## src/rtl/btc_pkg.sv

```systemverilog
package btc_pkg;
  typedef enum logic [1:0] {
    ST_IDLE = 2'd0,
    ST_LOW  = 2'd1,
    ST_HIGH = 2'd2
  } btc_state_e;

  typedef struct packed {
    logic rise;
    logic short_p;
    logic long_p;
  } btc_err_t;
endpackage

```

## src/rtl/btc_fsm.sv

```systemverilog
module btc_fsm
  import btc_pkg::*;
#(
  parameter int CNT_W = 6
) (
  input  logic             clk,
  input  logic             rst_n,
  input  logic             tick_i,
  input  logic             line_i,
  input  logic             rx_active_i,
  input  logic             rise_ok_i,
  input  logic             rise_over_i,
  input  logic             per_short_i,
  input  logic             per_over_i,
  output logic [CNT_W-1:0] elapsed_o,
  output btc_err_t         hit_o
);
  btc_state_e       st_q, st_d;
  logic [CNT_W-1:0] cnt_q, cnt_d;
  logic             cnt_en, load_zero, counting;
  logic             line_q;
  logic             fall, rise;

  always_comb begin
    fall      = line_q & ~line_i;
    rise      = ~line_q & line_i;
    counting  = (st_q == ST_LOW) || (st_q == ST_HIGH);
    elapsed_o = cnt_q + CNT_W'(tick_i);
  end

  // next-state process
  always_comb begin
    st_d      = st_q;
    load_zero = 1'b0;
    hit_o     = '0;
    if (!rx_active_i) begin
      st_d = ST_IDLE;
    end else begin
      case (st_q)
        ST_IDLE: begin
          if (fall) begin
            st_d      = ST_LOW;
            load_zero = 1'b1;
          end
        end
        ST_LOW: begin
          if (rise_over_i) begin
            hit_o.rise = 1'b1;
            st_d       = ST_IDLE;
          end else if (rise) begin
            if (rise_ok_i) begin
              st_d = ST_HIGH;
            end else begin
              hit_o.rise = 1'b1;
              st_d       = ST_IDLE;
            end
          end
        end
        ST_HIGH: begin
          if (per_over_i) begin
            hit_o.long_p = 1'b1;
            st_d         = ST_IDLE;
          end else if (fall) begin
            if (per_short_i) begin
              hit_o.short_p = 1'b1;
              st_d          = ST_IDLE;
            end else begin
              st_d      = ST_LOW;
              load_zero = 1'b1;
            end
          end
        end
        default: st_d = ST_IDLE;
      endcase
    end
    cnt_en = load_zero | (tick_i & counting & rx_active_i);
    cnt_d  = load_zero ? '0 : elapsed_o;
  end

  // register process
  always_ff @(posedge clk or negedge rst_n) begin
    if (!rst_n) begin
      st_q   <= ST_IDLE;
      cnt_q  <= '0;
      line_q <= 1'b1;
    end else begin
      st_q   <= st_d;
      line_q <= line_i;
      if (cnt_en) begin
        cnt_q <= cnt_d;
      end
    end
  end

  // with no tick and the line held low, the measured time stands still
  p_hold_without_tick_r10: assert property (@(posedge clk) disable iff (!rst_n)
    (st_q == ST_LOW && !tick_i && !line_i && rx_active_i) |=> (cnt_q == $past(cnt_q)));

  // an error always returns the checker to idle
  p_error_to_idle_r12: assert property (@(posedge clk) disable iff (!rst_n)
    (|hit_o) |=> (st_q == ST_IDLE));
endmodule

```

## config.mk

```make
export PLATFORM = sky130hd
export DESIGN_NAME = btc_fsm
export DESIGN_NICKNAME = d
export VERILOG_FILES = /design/src/rtl/btc_pkg.sv /design/src/rtl/btc_fsm.sv
export SDC_FILE = /design/constraint.sdc
export NUM_CORES = 1
export LEC_CHECK = 0
export BUFFER_PORTS_ARGS = -buffer_cell sky130_fd_sc_hd__buf_4
export CORE_AREA = 2 2 39 41
export DETAILED_ROUTE_END_ITERATION = 8
export DIE_AREA = 0 0 41 43
export HOLD_SLACK_MARGIN = 0.08
export PLACE_DENSITY = 0.75
export SLEW_MARGIN = 40
export SYNTH_ARGS = -nofsm -noshare
export SYNTH_HDL_FRONTEND = slang
export SYNTH_SLANG_ARGS = --single-unit
```

## constraint.sdc

```tcl
create_clock -name clk -period 1.51 [get_ports clk]
set_input_delay 0.2265 -clock clk [delete_from_list [all_inputs] [get_ports clk]]
set_output_delay 0.2265 -clock clk [all_outputs]
set_load 0.05 [all_outputs]
```

==> impl_results.md, run 1 <==
- Cells after DPL: 99
- GRT Util Overall: 20.8%
- Net Count, Synth: 77
- Post-synth EDFFs: 0
- Most common cell in the netlist: nor2_1
- Layout cells sized above 1: 66.0%
- Placed cell areas: 856 µm²
- Finished Layout Cells: 110
- Layout Skew: 0.00743 ns
- Final WS setup: -0.202 ns
- Clock latency on the worst-skew pair: 0.27 ns
- Initial DRT Pass Iterations: 4
- Fmax: 584 MHz
- Final core occ: 79.6%
- CP Launch Type: register
- Placer Congestion: 0.733
- Area Overhead vs Synth: 81.1%
- Clk buf depth: 2
- Synth Area in Compound Gates: 3.50%
- Clock sink count: 9
- FF+latch count, synth: 9
- Die X-Extent: 41 µm
- Initial core utilization: 43.9%
- Setup violators final: 6
- Worst Hold End: st_q[1]
- Final hold slack: 0.272 ns
- Mux contribution to synthesized area: 6.58%
- CTS root buf: clkbuf_4
- Crit. End Element: output pin
- N_diodes: 0
- Lkg Pwr: 0.507 nW
- Yosys warnings: 0
- Largest family of logic cells by synthesized area: simple AND/OR/NAND/NOR gates
- Row count: 14
- Synth Instances: 62
- Final Hold Fails: 0
- R2r startpoint: st_q[1]
- DIE AREA: 1760 µm²
- Max-cap violations: 0
- Ys async rst share: 100%
- Min-delay src: rise_over_i
- DPL Wire Length: 947 µm
- Critical path type: reg -> out
- Crit path time final: 1.71 ns
- Top post-synthesis cells by area: dfrtp_1 (33%), ha_1 (12%), xnor2_1 (8.6%)
- Distinct cells, synth: 26
- CP max FO: 2
- Vias in the first global route: 553
- Final wirelength: 1.61 mm
- Largest net degree at the start of global routing: 10
- VDD IR max: 0.872 mV
- 1st-iter DRT viols: 8
- Final instance area: 1100 µm²
- Period utilisation layout: 113%
- Reg-to-reg setup timing slack: 0.04 ns
- CTS tree: done
- WP data arrival: 1.49 ns
- R2r worst-path depth: 4
- Number of remaining DRC errors: 0
- RSZ-0062 raised after global routing: true
- Pwr dens: 1110 nW/µm²
- Die H: 43 µm
- Htree depth: 1
- Leading area contributor after synthesis: dfrtp_1
- Critical path required time: 1.28 ns
- Slew HR: 84.4%
- Hold path depth: 3
- Synth Area in Simple Gates: 26.1%
- Wire per inst: 14.6 µm
- DR vias: 567
- Most frequent cells after synthesis: nor2_1 (9), dfrtp_1 (8), ha_1 (6), xnor2_1 (6), mux2i_1 (4)
- Core ar.: 1380 µm²
- Initial antenna violation count: 0
- Top-Level Pins: 18
- XOR/XNOR Fraction of Synth Area: 11.5%
- Tightest Hold Check Type: in -> reg
- Register area share after synthesis: 37.2%
- Final net count: 110
- Share of the synthesized area in the top cell type: 32.9%
- Synth Area in Adders: 12.3%
- Failing checks: setup timing
- Total CTS buffers: 3
- Worst Tran Pin Value: 0.233 ns
- First-pass GRT wire length: 2.38 mm
- Avg Vias per Cell: 5.15
- Final-report max-slew violation count: 0
- Mapped Avg Cell Area: 9.81 µm²
- Clk slew on worst S/H paths: 0.07 ns
- Synthesized area: 608 µm²
- Status: complete, but fails checks
- Fillers: 88
- Grt total ovfl: 0
- Worst reg2reg path endpoint: st_q[1]
- Port bufs: 17
- Post-route ant nets: 0
- Ys flop type: dfrtp_1
-- how the worst max path moves through the flow --
stage                         from            to  slack (ns)  depth (start not counted)
final                     cnt_q[0]  elapsed_o[5]       -0.20                          5
after global routing      cnt_q[0]  elapsed_o[5]       -0.28                          5
after CTS                 cnt_q[0]  elapsed_o[5]       -0.22                          5
after detailed placement  cnt_q[0]  elapsed_o[4]       -0.01                          5
after global placement    cnt_q[0]  elapsed_o[4]       0.007                          5
after floorplan            st_q[0]      hit_o[1]       -0.09                          4
-- cells in the final DEF, fill, tap and decap left out, types with 2 or more instances in the layout --
master / count
ha_4: 4
dfrtp_1: 7
xnor2_4: 2
nand2b_4: 2
buf_4: 18
buf_8: 2
nand3_2: 2
nor2_1: 7
mux2i_1: 4
xnor2_1: 3
clkbuf_4: 3
dlygate4sd3_1: 2
nor2_2: 2
buf_6: 7
nand2_1: 2
ha_2: 2
-- logic make-up after synthesis --
kind of cell | Yosys count
AND/OR/NAND/NOR | 28
flip-flops | 9
XOR/XNOR | 8
adder cells (fa/ha/maj) | 6
buffers and inverters | 4
multiplexers | 4
AO/OA/AOI/OAI | 3
-- final cells by class --
class	instances	area, µm²	share of cell area, %
flip-flops and latches	9	228	20.7
repair buffers	29	264	24.0
multi-input cells	49	549	49.9
well taps	16	20.0	1.82
inverters	3	13.8	1.25
clock buffers	4	26.3	2.39
-- report_power, final --
group,total (W),internal [W],leakage [nW],switching (W)
sequential,0.000317,0.000284,0.118,0.0000334
combinational,0.000717,0.000330,0.374,0.000387
clock,0.000194,0.000102,0.0150,0.0000917
total,0.00123,0.000716,0.507,0.000512
-- repair_timing --
item                       CTS  global route
gates resized for setup     15            21
setup endpoints to repair    8            15
pin swaps                    4            10
buffers inserted             4             1
hold endpoints to repair    10             0
hold buffers                 2             0
-- through the flow --
stage / setup WS (ns) / setup TNS, ns / total power (W)
global route: -0.276 / -1.16 / 0.00129
floorplan: -0.0876 / -0.149 / 0.000674
global placement: 0.00675 / 0 / 0.000784
detailed placement: -0.0131 / -0.0131 / 0.000787
CTS: -0.220 / -0.806 / 0.00108
finish: -0.202 / -0.729 / 0.00123
-- critical path, stage by stage, from the launching register on --
cell	delay, ns
dfrtp_1	0.35
ha_2	0.19
nand3_2	0.09
or2_4	0.28
xnor2_4	0.13
buf_6	0.17
-- state kept, by name, summed over array words and instances, names as in the netlist --
name	cells
st_q	2
cnt_q	6
line_q	1
-- per-layer routing --
layer / share of wire [%] / GRT usage, % / vias to the layer above
li1: - / - / 273
met1: 39 / 25.6 / 270
met2: 53 / 32.2 / 19
met3: 4.8 / 5.24 / 5
met4: 3.4 / 10.0 / 0
met5: 0 / 0 / -
Note: power is estimated with default switching activity, not from simulation.
==> run 2: changes to the inputs <==
--- a/config.mk
+++ b/config.mk
@@ -11,7 +11,7 @@
 export DIE_AREA = 0 0 41 43
 export HOLD_SLACK_MARGIN = 0.08
 export PLACE_DENSITY = 0.75
-export SLEW_MARGIN = 40
+export SLEW_MARGIN = 20
 export SYNTH_ARGS = -nofsm -noshare
 export SYNTH_HDL_FRONTEND = slang
 export SYNTH_SLANG_ARGS = --single-unit
==> constraint.sdc (replaced) <==
create_clock -name clk -period 1.51 [get_ports clk]
set_input_delay 0.302 -clock clk [delete_from_list [all_inputs] [get_ports clk]]
set_output_delay 0.302 -clock clk [all_outputs]
set_load 0.05 [all_outputs]
==> impl_results.md, run 2 (synthesis results as in run 1) <==
- DR vias: 618 (was 567)
- Crit path time final: 1.86 ns (was 1.71 ns)
- R2r worst-path depth: 7 (was 4)
- Layout Skew: 0.0109 ns (was 0.00743 ns)
- Place WS: -0.155 ns (was -0.0131 ns)
- Switching power: 0.000573 W (was 0.000512 W)
- CP Launch Type: register (unchanged)
- Clock latency on the worst-skew pair: 0.28 ns (was 0.27 ns)
- Min-delay src: line_i (was rise_over_i)
- Finished Layout Cells: 114 (was 110)
- Status: complete, but fails checks (unchanged)
- Switching portion of total power: 42.2% (was 41.7%)
- Final instance area: 1210 µm² (was 1100 µm²)
- RSZ-0062 raised after global routing: true (unchanged)
- Total CTS buffers: 3 (unchanged)
- Clock power frac: 15.0% (was 15.8%)
- Crit. End Element: output pin (unchanged)
- Area Overhead vs Synth: 99.2% (was 81.1%)
- Largest reg by FF count: cnt_q (unchanged)
- Top-Level Pins: 18 (unchanged)
- Largest net degree at the start of global routing: 10 (unchanged)
- Power Total: 0.00136 W (was 0.00123 W)
- Critical path required time: 1.21 ns (was 1.28 ns)
- Initial antenna violation count: 0 (unchanged)
- Die X-Extent: 41 µm (unchanged)
- CTS root buf: clkbuf_4 (unchanged)
- Grt total ovfl: 0 (unchanged)
- Critical path type: reg -> out (unchanged)
- Initial core utilization: 43.9% (unchanged)
- Hold path depth: 1 (was 3)
- Tightest Hold Check Type: in -> reg (unchanged)
- Clock sink count: 9 (unchanged)
- CP max FO: 2 (unchanged)
- Port bufs: 17 (unchanged)
- Post-route ant nets: 0 (unchanged)
- Core ar.: 1380 µm² (unchanged)
- First-pass GRT wire length: 2.70 mm (was 2.38 mm)
- Cells after DPL: 100 (was 99)
- Sequential Power Share: 24.6% (was 25.8%)
- 1st-iter DRT viols: 9 (was 8)
- Family with the most delay on the worst path: flip-flops (was simple AND/OR/NAND/NOR gates)
- Layout cells sized above 1: 72.4% (was 66.0%)
- DIE AREA: 1760 µm² (unchanged)
- CP max stage cell: dfrtp_1 (unchanged)
- Fmax: 538 MHz (was 584 MHz)
- Die H: 43 µm (unchanged)
- Max-cap violations: 0 (unchanged)
- Worst reg2reg path endpoint: cnt_q[5] (was st_q[1])
- CP Cell Sequence: ha_4, ha_2, buf_4, xor2_2, buf_6 (was ha_2, nand3_2, or2_4, xnor2_4, buf_6)
- Buf+Inv Stages, Crit Path: 2 (was 1)
- VDD IR max: 0.916 mV (was 0.872 mV)
- Clk slew on worst S/H paths: 0.08 ns (was 0.07 ns)
- GRT Util Overall: 24.2% (was 20.8%)
- Number of remaining DRC errors: 0 (unchanged)
- Worst Hold End: line_q (was st_q[1])
- Pwr dens: 1120 nW/µm² (was 1110 nW/µm²)
- Slew HR: 83.9% (was 84.4%)
- R2r startpoint: st_q[1] (unchanged)
- Failing checks: setup timing (unchanged)
- Vias in the first global route: 582 (was 553)
- Setup violators final: 10 (was 6)
- Final net count: 114 (was 110)
- Final-report max-slew violation count: 0 (unchanged)
- Commonest non-fill, non-tap cell in the layout: buf_4 (unchanged)
- N_diodes: 0 (unchanged)
- Worst Tran Pin Value: 0.242 ns (was 0.233 ns)
- CTS tree: done (unchanged)
- Period utilisation layout: 123% (was 113%)
- Most frequent cells in the layout: buf_4 (17), buf_6 (12), dfrtp_1 (7), nor2_1 (5) (was buf_4 (18), nor2_1 (7), dfrtp_1 (7), buf_6 (7))
- Max FFs per register: 6 (unchanged)
- WP data arrival: 1.56 ns (was 1.49 ns)
- Final wirelength: 2.10 mm (was 1.61 mm)
- Initial DRT Pass Iterations: 4 (unchanged)
- Final WS setup: -0.350 ns (was -0.202 ns)
- Clk buf depth: 2 (unchanged)
- Lkg Pwr: 0.563 nW (was 0.507 nW)
- Logic gate share of total power: 60.5% (was 58.4%)
- Largest regs: cnt_q (6), st_q (2), line_q (1) (unchanged)
- Avg Vias per Cell: 5.42 (was 5.15)
- Cell internal pwr: 0.000785 W (was 0.000716 W)
- Reg-to-reg setup timing slack: -0.01 ns (was 0.04 ns)
- Final Hold Fails: 0 (unchanged)
- Row count: 14 (unchanged)
- Placed cell areas: 863 µm² (was 856 µm²)
- Crit-path max cell delay: 0.42 ns (was 0.35 ns)
- Placer Congestion: 0.799 (was 0.733)
- Wire per inst: 18.4 µm (was 14.6 µm)
- DPL Wire Length: 1.06 mm (was 947 µm)
- Htree depth: 1 (unchanged)
-- run 2: changes by cell type in the layout (fill, tap and decap cells not counted), moves of 2 or more --
cell | previous run | this run
nor2_4 | 0 | 2
nor2_1 | 7 | 5
nor3_4 | 1 | 3
buf_6 | 7 | 12
-- run 2: power groups by stage --
stage / registers [W] / logic (W) / clock network (W)
after floorplan: 0.000313 / 0.000361 / 0
after global placement: 0.000317 / 0.000468 / 0
after detailed placement: 0.000320 / 0.000484 / 0
after CTS: 0.000316 / 0.000682 / 0.000206
after global routing: 0.000337 / 0.000877 / 0.000216
final: 0.000334 / 0.000822 / 0.000203
-- run 2: layer usage --
metal | vias up | track usage [%] | share of wire (%)
li1 | 281 | - | -
met1 | 312 | 27.9 | 40
met2 | 18 | 39.1 | 54
met3 | 7 | 4.71 | 3.1
met4 | 0 | 14.0 | 3.3
met5 | - | 0 | 0
-- run 2: worst max-delay path by stage --
stage	from	to	depth (start not counted)
after CTS	cnt_q[0]	elapsed_o[5]	5
after detailed placement	tick_i	elapsed_o[4]	6
after floorplan	st_q[0]	hit_o[1]	4
after global routing	cnt_q[0]	elapsed_o[2]	5
after global placement	tick_i	elapsed_o[4]	6
final	cnt_q[0]	elapsed_o[2]	5
-- run 2: per-stage QoR --
step	hold slack, ns	setup TNS [ns]	util (%)
final	0.144	-1.65	87.5
after global routing	0.138	-2.35	87.5
after CTS	0.137	-1.56	78.8
after detailed placement	0.134	-0.615	62.4
after global placement	0.131	-0.311	62.4
after floorplan	0.00641	-0.430	-
-- run 2: area by class of cell --
type / count / area [µm²]
Clock buffer: 3 / 22.5
Clock inverter: 1 / 5.00
Fill cell: 59 / 173
Inverter: 3 / 11.3
Multi-Input combinational cell: 49 / 607
Sequential cell: 9 / 228
Tap cell: 16 / 20.0
Timing Repair Buffer: 33 / 318
-- run 2: timing repair --
item / 4_1_cts / 5_1_grt
setup buffers: 7 / 3
setup endpoints to repair: 14 / 17
pin swaps: 12 / 11
hold endpoints to repair: 9 / 0
hold buffers: 1 / 0
resized for setup: 29 / 24
